**config.mk**
```make
export PLATFORM = sky130hd
export DESIGN_NAME = char_term_ctrl
export DESIGN_NICKNAME = d
export VERILOG_FILES = /design/src/rtl/char_term_pkg.sv /design/src/rtl/cterm_seq.sv /design/src/rtl/cterm_regs.sv /design/src/rtl/char_term_ctrl.sv
export SDC_FILE = /design/constraint.sdc
export NUM_CORES = 1
export LEC_CHECK = 0
export ABC_AREA = 0
export BUFFER_PORTS_ARGS = -buffer_cell sky130_fd_sc_hd__buf_2
export CORE_ASPECT_RATIO = 1.25
export CORE_MARGIN = 8
export CORE_UTILIZATION = 35
export DETAILED_ROUTE_END_ITERATION = 16
export PLACE_DENSITY = 0.55
export SKIP_LAST_GASP = 1
export SYNTH_ARGS = -nofsm -noshare
export SYNTH_HDL_FRONTEND = slang
export SYNTH_SLANG_ARGS = --single-unit
export TNS_END_PERCENT = 50
```
**constraint.sdc**
```tcl
create_clock -name clk -period 1.81 [get_ports clk]
set_input_delay 0.0905 -clock clk [delete_from_list [all_inputs] [get_ports clk]]
set_output_delay 0.0905 -clock clk [all_outputs]
set_load 0.005 [all_outputs]
```
**src/rtl/char_term_pkg.sv**
```systemverilog
package char_term_pkg;
  localparam int BYTE_W   = 8;
  localparam int REG_CMD  = 0;
  localparam int REG_DATA = 1;
  localparam int REG_STAT = 2;

  typedef enum logic [1:0] {
    SEQ_IDLE = 2'd0,
    SEQ_RX   = 2'd1,
    SEQ_TX   = 2'd2
  } seq_state_t;

  typedef enum logic [1:0] {
    STS_OK     = 2'd0,
    STS_BADCMD = 2'd1
  } sts_code_t;
endpackage

```
**src/rtl/cterm_seq.sv**
```systemverilog
module cterm_seq
  import char_term_pkg::*;
#(
  parameter int          DATA_W  = 32,
  parameter int unsigned CODE_RD = 1,
  parameter int unsigned CODE_WR = 2
) (
  input  logic              clk,
  input  logic              rst,
  input  logic              cmd_we,
  input  logic [DATA_W-1:0] cmd_code,
  input  logic [BYTE_W-1:0] data_lo,
  input  logic              rx_valid,
  output logic              rx_ready,
  input  logic              tx_ready,
  output logic              tx_valid,
  output logic [BYTE_W-1:0] tx_data,
  output logic              take_byte,
  output logic              fin,
  output sts_code_t         fin_sts,
  output logic              irq
);
  logic       is_rd, is_wr, bad_cmd, rx_fire, tx_fire;
  seq_state_t state_d;

  // The command port has priority: a command on the same edge as a
  // handshake cancels the old operation before it can complete.
  always_comb begin
    is_rd   = (cmd_code == DATA_W'(CODE_RD));
    is_wr   = (cmd_code == DATA_W'(CODE_WR));
    rx_fire = rx_ready && rx_valid && !cmd_we;
    tx_fire = tx_valid && tx_ready && !cmd_we;
    bad_cmd = cmd_we && !is_rd && !is_wr;
    fin     = bad_cmd || rx_fire || tx_fire;
    fin_sts = bad_cmd ? STS_BADCMD : STS_OK;
    if (rx_ready)      state_d = SEQ_RX;
    else if (tx_valid) state_d = SEQ_TX;
    else               state_d = SEQ_IDLE;
    if (cmd_we) begin
      if (is_rd)      state_d = SEQ_RX;
      else if (is_wr) state_d = SEQ_TX;
      else            state_d = SEQ_IDLE;
    end else if (rx_fire || tx_fire) begin
      state_d = SEQ_IDLE;
    end
  end

  assign take_byte = rx_fire;

  always_ff @(posedge clk) begin
    if (rst) begin
      rx_ready <= 1'b0;
      tx_valid <= 1'b0;
      tx_data  <= '0;
      irq      <= 1'b0;
    end else begin
      rx_ready <= (state_d == SEQ_RX);
      tx_valid <= (state_d == SEQ_TX);
      irq      <= fin;
      if (cmd_we && is_wr) tx_data <= data_lo;
    end
  end
endmodule

```
**src/rtl/cterm_regs.sv**
```systemverilog
module cterm_regs
  import char_term_pkg::*;
#(
  parameter int DATA_W = 32,
  parameter int ADDR_W = 2
) (
  input  logic              clk,
  input  logic              rst,
  input  logic              bus_wr,
  input  logic [ADDR_W-1:0] bus_addr,
  input  logic [DATA_W-1:0] bus_wdata,
  input  logic              take_byte,
  input  logic [BYTE_W-1:0] rx_data,
  input  logic              fin,
  input  sts_code_t         fin_sts,
  output logic [BYTE_W-1:0] data_lo,
  output logic [DATA_W-1:0] bus_rdata
);
  localparam int STS_W = $bits(sts_code_t);

  logic [DATA_W-1:0] data_q;
  sts_code_t         sts_q;

  // A received byte outranks a software write to the data word.
  always_ff @(posedge clk) begin
    if (rst) begin
      data_q <= '0;
    end else if (take_byte) begin
      data_q <= {{(DATA_W-BYTE_W){1'b0}}, rx_data};
    end else if (bus_wr && bus_addr == ADDR_W'(REG_DATA)) begin
      data_q <= bus_wdata;
    end
  end

  always_ff @(posedge clk) begin
    if (rst)      sts_q <= STS_OK;
    else if (fin) sts_q <= fin_sts;
  end

  always_ff @(posedge clk) begin
    if (rst) begin
      bus_rdata <= '0;
    end else begin
      case (bus_addr)
        ADDR_W'(REG_DATA): bus_rdata <= data_q;
        ADDR_W'(REG_STAT): bus_rdata <= {{(DATA_W-STS_W){1'b0}}, sts_q};
        default:           bus_rdata <= '0;
      endcase
    end
  end

  assign data_lo = data_q[BYTE_W-1:0];
endmodule

```
**src/rtl/char_term_ctrl.sv**
```systemverilog
module char_term_ctrl
  import char_term_pkg::*;
#(
  parameter int          DATA_W  = 32,
  parameter int          ADDR_W  = 2,
  parameter int unsigned CODE_RD = 1,
  parameter int unsigned CODE_WR = 2
) (
  input  logic              clk,
  input  logic              rst,
  input  logic              bus_wr,
  input  logic [ADDR_W-1:0] bus_addr,
  input  logic [DATA_W-1:0] bus_wdata,
  output logic [DATA_W-1:0] bus_rdata,
  input  logic              rx_valid,
  input  logic [BYTE_W-1:0] rx_data,
  output logic              rx_ready,
  output logic              tx_valid,
  output logic [BYTE_W-1:0] tx_data,
  input  logic              tx_ready,
  output logic              irq
);
  logic              cmd_we, take_byte, fin;
  sts_code_t         fin_sts;
  logic [BYTE_W-1:0] data_lo;

  assign cmd_we = bus_wr && (bus_addr == ADDR_W'(REG_CMD));

  cterm_seq #(.DATA_W(DATA_W), .CODE_RD(CODE_RD), .CODE_WR(CODE_WR)) u_seq (
    .clk(clk), .rst(rst), .cmd_we(cmd_we), .cmd_code(bus_wdata),
    .data_lo(data_lo), .rx_valid(rx_valid), .rx_ready(rx_ready),
    .tx_ready(tx_ready), .tx_valid(tx_valid), .tx_data(tx_data),
    .take_byte(take_byte), .fin(fin), .fin_sts(fin_sts), .irq(irq)
  );

  cterm_regs #(.DATA_W(DATA_W), .ADDR_W(ADDR_W)) u_regs (
    .clk(clk), .rst(rst), .bus_wr(bus_wr), .bus_addr(bus_addr),
    .bus_wdata(bus_wdata), .take_byte(take_byte), .rx_data(rx_data),
    .fin(fin), .fin_sts(fin_sts), .data_lo(data_lo), .bus_rdata(bus_rdata)
  );
endmodule

```
==> results.txt, run 1 <==
----------------------------------------------------
[Run status]
  Result of the run ... complete, no violations

[Clock tree]
  Post-CTS clock slew at the launch and capture registers of the worst setup and hold paths ... 0.08 ns
  Total number of H-tree levels ... 3
  Clock sink count ... 76
  Clock buffers created by TritonCTS ... 9
  Clk_lat worst skew ... between 0.3 and 0.4 ns
  Clock tree from TritonCTS ... built
  Clk Tree Root Cell ... sky130_fd_sc_hd__clkbuf_8
  Max Buffers Root-to-Sink ... 2

[Yosys]
  Main synth FF type ... sky130_fd_sc_hd__dfxtp_1
  Async S/R FF share, synth ... 0%
  Seq cells post-synth ... 76
  Number of flops mapped to enable cells by yosys ... 0
  Most numerous cell in the Yosys netlist ... sky130_fd_sc_hd__dfxtp_1
  Sequential fraction of the synthesis area ... 55.5%
  Distinct cell type count of the synthesized netlist ... 23
  Leading post-synthesis cells by cell area ... sky130_fd_sc_hd__dfxtp_1 (55%), sky130_fd_sc_hd__nand2_1 (9.3%), sky130_fd_sc_hd__and2_1 (7.5%), sky130_fd_sc_hd__a21oi_1 (5.3%), sky130_fd_sc_hd__nand2b_1 (4.3%)
  Avg Cell Area, Syn ... roughly 9.4 um2
  Synth area leader ... sky130_fd_sc_hd__dfxtp_1
  Instance count of the mapped netlist ... 293
  Area share of the largest cell type after synthesis ... 55.5%
  Net count of the mapped netlist ... 343
  Warnings, synthesis ... 0
  Netlist area before placement ... 2740 um2
  Most instantiated cells after synthesis ... sky130_fd_sc_hd__dfxtp_1 (76), sky130_fd_sc_hd__nand2_1 (68), sky130_fd_sc_hd__and2_1 (33), sky130_fd_sc_hd__a21oi_1 (29), sky130_fd_sc_hd__nand2b_1 (19)

[Floorplan]
  Number of placed I/O pins ... 90
  Placeable Area ... 7700 um2
  Starting utilization of the core area ... about 36%
  Width of the die ... 95.2 um
  Die extent in y ... about 110 um
  Row Count ... 36
  Area of the die ... 10900 um2

[Routing]
  DRC Markers ... 0
  Iteration count of the initial detailed-routing pass ... 4
  Vias per inst ... 4.61
  Drt initial violations ... 105
  Routed wire per std cell ... 14.0 um
  ANT nets after route ... 0
  Vias after detailed routing ... around 2300
  Routed wire length ... 7050 um

[Worst setup path]
  Capture instance of the worst register-to-register path ... u_regs.data_q[27]
  CP endpoint ... u_seq.rx_ready
  Worst Path Required ... 2.08 ns
  Worst path slowest cell ... sky130_fd_sc_hd__or4_1
  Delay of the slowest cell on the worst path ... 0.56 ns
  Path depth of the worst reg2reg path ... 4
  Category of the most critical setup path ... input port to register
  CP Depth ... 6
  Kind of start point of the critical path ... input port
  Crit Reg-Reg Startpoint ... u_seq.rx_ready
  Slack of the worst reg-to-reg path ... 0.73 ns
  Largest delay share family, worst path ... simple AND/OR/NAND/NOR gates
  Arrival time worst endpoint ... 1.97 ns
  Count of buffer and inverter cells on the critical path ... 2
  Origin of the worst setup path ... bus_wdata[24]
  Cells along the critical path ... dlygate4sd3_1 > buf_2 > nor4_4 > nand4_2 > or4_1 > a21oi_1
  Highest net fanout along the worst path ... 4
  CP endpoint kind ... register

[Cells and area]
  Layout overhead on the synthesized area ... 37.6%
  Total area of sequential cells ... between 1500 and 2000 um2
  Multi-input logic area ... 1170 um2
  Final core utilization ... 49.0%
  FILL cells ... 752
  Share of cells above drive strength 1 ... 29.8%
  Final instance area ... 3770 um2
  # nets final ... approximately 460
  Antenna cells ... 0

[STA]
  Achievable frequency ... 590 MHz
  Count of endpoints failing hold in the final timing report ... 0
  Post-Route Skew ... 0.00804 ns
  Slew HR ... 30.0%
  Tcrit/Tclk final ... 93.7%
  Setup violators final ... 0
  Final slew viol count ... 0
  Worst hold slack ... 0.0209 ns
  Setup repair after global routing missed its margin ... no
  Worst slew pin tran ... about 1.0 ns
  Final setup TNS ... 0 ns
  Min Tclk post-route ... 1.70 ns

[Power]
  PD cells ... 900 nW/um2
  Max rail drop VDD ... roughly 400 uV
  Static Leakage ... 1.60 nW
  Sum of internal, switching and leakage power ... 0.00340 W

[GRT]
  Total Routing Usage GR ... between 10% and 20%
  Number of global-route vias before repair ... 2433
  Total congestion overflow ... 0
  Antenna violations before repair ... 0
  Maximum number of pins on one net before global-route repair ... 32
  Wire length of the first global-routing pass ... 11600 um

[Run]
  Number of max-cap violations ... 0

[Place]
  Dpl cell area ... 3330 um2
  Final weighted congestion of routability-driven global placement ... roughly 0.75
  DP HPWL ... between 4000 and 5000 um
  Number of buffer cells added on primary ports ... 89

[Hold path]
  Class of the most critical hold timing path ... input port to register

----------------------------------------------------
[worst reg2reg max path, stage by stage (launching register included)]
cell	delay (ns)
sky130_fd_sc_hd__dfxtp_1	0.40
sky130_fd_sc_hd__nand3_1	0.12
sky130_fd_sc_hd__nand2b_1	0.09
sky130_fd_sc_hd__buf_4	0.27
sky130_fd_sc_hd__a21oi_1	0.08
[placed cells by master, fill, tap and decap left out]
master	synthesis	layout
sky130_fd_sc_hd__nor4_2	5	3
sky130_fd_sc_hd__nand3_1	3	3
sky130_fd_sc_hd__inv_6	0	1
sky130_fd_sc_hd__nand4_2	1	1
sky130_fd_sc_hd__buf_4	0	10
sky130_fd_sc_hd__a22oi_1	1	1
sky130_fd_sc_hd__clkbuf_8	0	10
sky130_fd_sc_hd__clkbuf_1	17	1
sky130_fd_sc_hd__mux2i_1	8	8
sky130_fd_sc_hd__dlygate4sd3_1	0	20
sky130_fd_sc_hd__a21oi_1	29	29
sky130_fd_sc_hd__buf_2	0	87
sky130_fd_sc_hd__bufinv_16	0	2
sky130_fd_sc_hd__clkinvlp_4	0	2
sky130_fd_sc_hd__or4_1	2	2
sky130_fd_sc_hd__nor4_1	1	1
sky130_fd_sc_hd__a311oi_1	8	8
sky130_fd_sc_hd__nor2b_2	0	1
sky130_fd_sc_hd__and2_1	33	33
sky130_fd_sc_hd__ha_1	3	3
sky130_fd_sc_hd__a22o_1	1	1
sky130_fd_sc_hd__nor3b_1	1	1
sky130_fd_sc_hd__buf_12	0	1
sky130_fd_sc_hd__nor4_4	2	4
sky130_fd_sc_hd__nand4_1	1	1
sky130_fd_sc_hd__nand2b_1	19	19
sky130_fd_sc_hd__nor2_1	10	10
sky130_fd_sc_hd__dfxtp_1	76	76
sky130_fd_sc_hd__inv_1	2	2
sky130_fd_sc_hd__o311ai_1	1	1
sky130_fd_sc_hd__nand2_1	68	68
[flip-flops by register name, indices dropped and copies added (netlist names)]
register,flops
u_regs.bus_rdata,32
u_regs.data_q,32
u_seq.tx_data,8
u_regs.sts_q,1
u_seq.irq,1
u_seq.rx_ready,1
u_seq.tx_valid,1
[through the flow]
| stage | setup WS [ns] | cells |
|---|---|---|
| final | 0.115 | 505 |
| after global routing | 0.00373 | 505 |
| after detailed placement | 0.0446 | 470 |
| after floorplan | 0.326 | 293 |
| after CTS | 0.0200 | 506 |
| after global placement | 0.0696 | 470 |
[cell type report]
cell class | instances | share of cell area, %
tap | 95 | 3.15
sequential | 76 | 40.3
multi-input combinational | 198 | 31.0
inverter | 2 | 0.199
timing repair buffer | 118 | 19.4
clock buffer | 11 | 3.75
clock inverter | 5 | 2.22
[timing repair]
item,in CTS,in global routing
buffers inserted,0,1
resized for setup,0,2
hold buffers,20,0
setup endpoints to repair,0,10
endpoints found under the hold margin,20,0
[per-layer routing]
layer  global-route usage, %  share of wire, %  vias up
li1                        -                 -     1190
met5                       0                 0        -
met1                    15.0                42     1076
met4                    6.05               1.7        0
met3                    4.51               6.1       10
met2                    23.5                50       54
[logic make-up after synthesis]
group	synth area share, %
adders and majority gates	1.37
DFF	55.5
and+or+nand+nor	28.9
AOI/OAI and AO/OA	8.76
muxes	2.92
buffers and inverters	2.60
[worst min-delay path by stage]
stage,from,to,depth (start not counted)
after CTS,bus_wdata[29],u_regs.data_q[29],3
after global placement,bus_wdata[13],u_regs.data_q[13],3
final,bus_wdata[29],u_regs.data_q[29],3
after detailed placement,bus_wdata[13],u_regs.data_q[13],3
after floorplan,bus_wdata[10],u_regs.data_q[10],2
after global routing,rx_data[4],u_regs.data_q[4],3
[report_power, final]
group	switching, W	internal (W)	total [W]
registers	0.0000126	0.00170	0.00171
clock network	0.000632	0.000820	0.00145
logic	0.000118	0.000114	0.000232
Note: power is estimated with default switching activity, not from simulation.
==> inputs of run 2 (changes only) <==
--- a/config.mk
+++ b/config.mk
@@ -10,6 +10,7 @@
 export CORE_ASPECT_RATIO = 1.25
 export CORE_MARGIN = 8
 export CORE_UTILIZATION = 35
+export CTS_BUF_LIST = sky130_fd_sc_hd__clkbuf_4 sky130_fd_sc_hd__clkbuf_8 sky130_fd_sc_hd__clkbuf_16
 export DETAILED_ROUTE_END_ITERATION = 16
 export PLACE_DENSITY = 0.55
 export SKIP_LAST_GASP = 1
==> results.txt, run 2 (synthesis gave the netlist of run 1 again) <==
----------------------------------------------------
[Run status]
  Result of the run ... complete, no violations

[Place]
  Final weighted congestion of routability-driven global placement ... around 0.75
  Setup Slack @ Placement ... 0.0446 ns
  Dpl cell area ... about 3300 um2
  DP HPWL ... ~5000 um
  Number of buffer cells added on primary ports ... between 80 and 90
  Number of placed instances, taps included ... 470

[Cells and area]
  Antenna cells ... 0
  # nets final ... 455
  Layout overhead on the synthesized area ... 37.9%
  Final instance area ... 3780 um2
  Leading cell type in the layout, fill and taps excluded ... sky130_fd_sc_hd__buf_2
  Share of cells above drive strength 1 ... just under 30%
  Final Instance Count excl. Fillers ... 505
  Highest-count cells in the layout ignoring fill and taps ... sky130_fd_sc_hd__buf_2 (86), sky130_fd_sc_hd__dfxtp_1 (76), sky130_fd_sc_hd__nand2_1 (68)
  Registers with the most flip-flops ... u_regs.bus_rdata (32), u_regs.data_q (32), u_seq.tx_data (8)

[Worst setup path]
  Slack of the worst reg-to-reg path ... 0.73 ns
  Arrival time worst endpoint ... 1.96 ns
  CP endpoint ... u_seq.rx_ready
  Kind of start point of the critical path ... input port
  CP endpoint kind ... register
  Highest net fanout along the worst path ... 4
  Origin of the worst setup path ... bus_wdata[25]
  Crit Reg-Reg Startpoint ... u_seq.rx_ready
  Worst Path Required ... 2.08 ns
  Capture instance of the worst register-to-register path ... u_regs.data_q[2]
  Path depth of the worst reg2reg path ... 4
  Category of the most critical setup path ... input port to register

[Routing]
  Drt initial violations ... 104
  Vias per inst ... 4.64
  Routed wire length ... 7100 um
  Routed met1 length ... 2940 um
  WL met3 ... 445 um
  Max Used Layer ... met4
  Routed wire per std cell ... 14.1 um
  ANT nets after route ... 0
  Iteration count of the initial detailed-routing pass ... 4
  DRC Markers ... 0
  Vias after detailed routing ... roughly 2300
  Detailed-routed wire length on met2 ... 3600 um

[Power]
  Sum of internal, switching and leakage power ... 0.00340 W
  Sw Pwr ... 0.000755 W
  PD cells ... between 800 and 900 nW/um2
  Part of the total power dissipated in the clock network ... 42.8%
  Max rail drop VDD ... between 500 and 600 uV
  Cell-internal power ... around 0.0026 W
  Part of the total power dissipated in sequential elements ... 50.3%
  Combinational cell fraction of total power ... 6.8%
  Switching power share of the total ... 22.2%
  Static Leakage ... 1.61 nW

[Clock tree]
  Clock tree from TritonCTS ... built
  Clock sink count ... 76
  Clk_lat worst skew ... 0.34 ns
  Post-CTS clock slew at the launch and capture registers of the worst setup and hold paths ... 0.08 ns
  Max Buffers Root-to-Sink ... 2
  Total number of H-tree levels ... 3
  Clk Tree Root Cell ... sky130_fd_sc_hd__clkbuf_8
  Clock buffers created by TritonCTS ... 9

[STA]
  Worst-case setup margin in the final layout ... 0.122 ns
  Tcrit/Tclk final ... 93.3%
  Final setup TNS ... 0 ns
  Final slew viol count ... 0
  Slew HR ... ~30%
  Setup violators final ... 0
  Setup repair after global routing missed its margin ... no
  Min Tclk post-route ... 1.69 ns
  Achievable frequency ... between 500 and 600 MHz
  Count of endpoints failing hold in the final timing report ... 0
  Post-Route Skew ... 0.00596 ns
  Worst slew pin tran ... 1.05 ns

[Hold path]
  Worst Hold Path Cells ... 3
  Class of the most critical hold timing path ... input port to register

[GRT]
  Total Routing Usage GR ... 14.0%
  Wire length of the first global-routing pass ... 11700 um
  Number of global-route vias before repair ... 2427
  Total congestion overflow ... 0
  Antenna violations before repair ... 0
  Maximum number of pins on one net before global-route repair ... 32

[Floorplan]
  Number of placed I/O pins ... 90
  Die extent in y ... 115 um
  Width of the die ... 95.2 um
  Placeable Area ... 7700 um2
  Row Count ... 36
  Starting utilization of the core area ... 35.6%
  Area of the die ... 10900 um2

[Run]
  Number of max-cap violations ... 0

----------------------------------------------------
[run 2: area by class of cell]
class,count,area (um2)
Fill cell,754,3920
Sequential cell,76,1520
Multi-Input combinational cell,198,1170
Timing Repair Buffer,118,736
Clock buffer,11,145
Tap cell,95,119
Clock inverter,5,83.8
Inverter,2,7.51
[run 2: power by group through the flow]
stage                     clock, W  combinational [W]  sequential, W
after floorplan                  0          0.0000898        0.00175
after global placement           0           0.000196        0.00175
after detailed placement         0           0.000197        0.00175
after CTS                  0.00150           0.000232        0.00171
after global routing       0.00158           0.000260        0.00172
final                      0.00146           0.000233        0.00171
[run 2: how the worst min path moves through the flow]
stage                  startpoint           endpoint  slack [ns]
floorplan           bus_wdata[10]  u_regs.data_q[10]        0.23
global placement    bus_wdata[13]  u_regs.data_q[13]        0.35
detailed placement  bus_wdata[13]  u_regs.data_q[13]        0.35
CTS                  bus_wdata[3]   u_regs.data_q[3]       0.003
global route           rx_data[4]   u_regs.data_q[4]       0.002
finish               bus_wdata[9]   u_regs.data_q[9]        0.02
[run 2: routing by layer]
| layer | vias up | GRT usage [%] |
|---|---|---|
| met4 | 0 | 5.43 |
| met5 | - | 0 |
| met1 | 1089 | 15.1 |
| li1 | 1190 | - |
| met2 | 54 | 23.9 |
| met3 | 8 | 5.29 |
[run 2: repair_timing]
action                                  in CTS  in global routing
setup buffers                                0                  1
endpoints found under the setup margin       0                 10
hold endpoints to repair                    21                  0
gates resized for setup                      0                  2
hold buffers                                21                  0
[run 2: metrics by stage]
stage / util [%] / hold WS, ns
2_1_floorplan: - / 0.226
3_3_place_gp: 43.3 / 0.346
3_5_place_dp: 43.3 / 0.352
4_1_cts: 49.0 / 0.00294
5_1_grt: 49.1 / 0.00160
6_report: 49.1 / 0.0169
[run 2: critical path: stages]
cell and delay, ns:
sky130_fd_sc_hd__dlygate4sd3_1 0.52, sky130_fd_sc_hd__buf_2 0.14, sky130_fd_sc_hd__nor4_4 0.29, sky130_fd_sc_hd__nand4_2 0.20
sky130_fd_sc_hd__or4_1 0.56, sky130_fd_sc_hd__a21oi_1 0.15
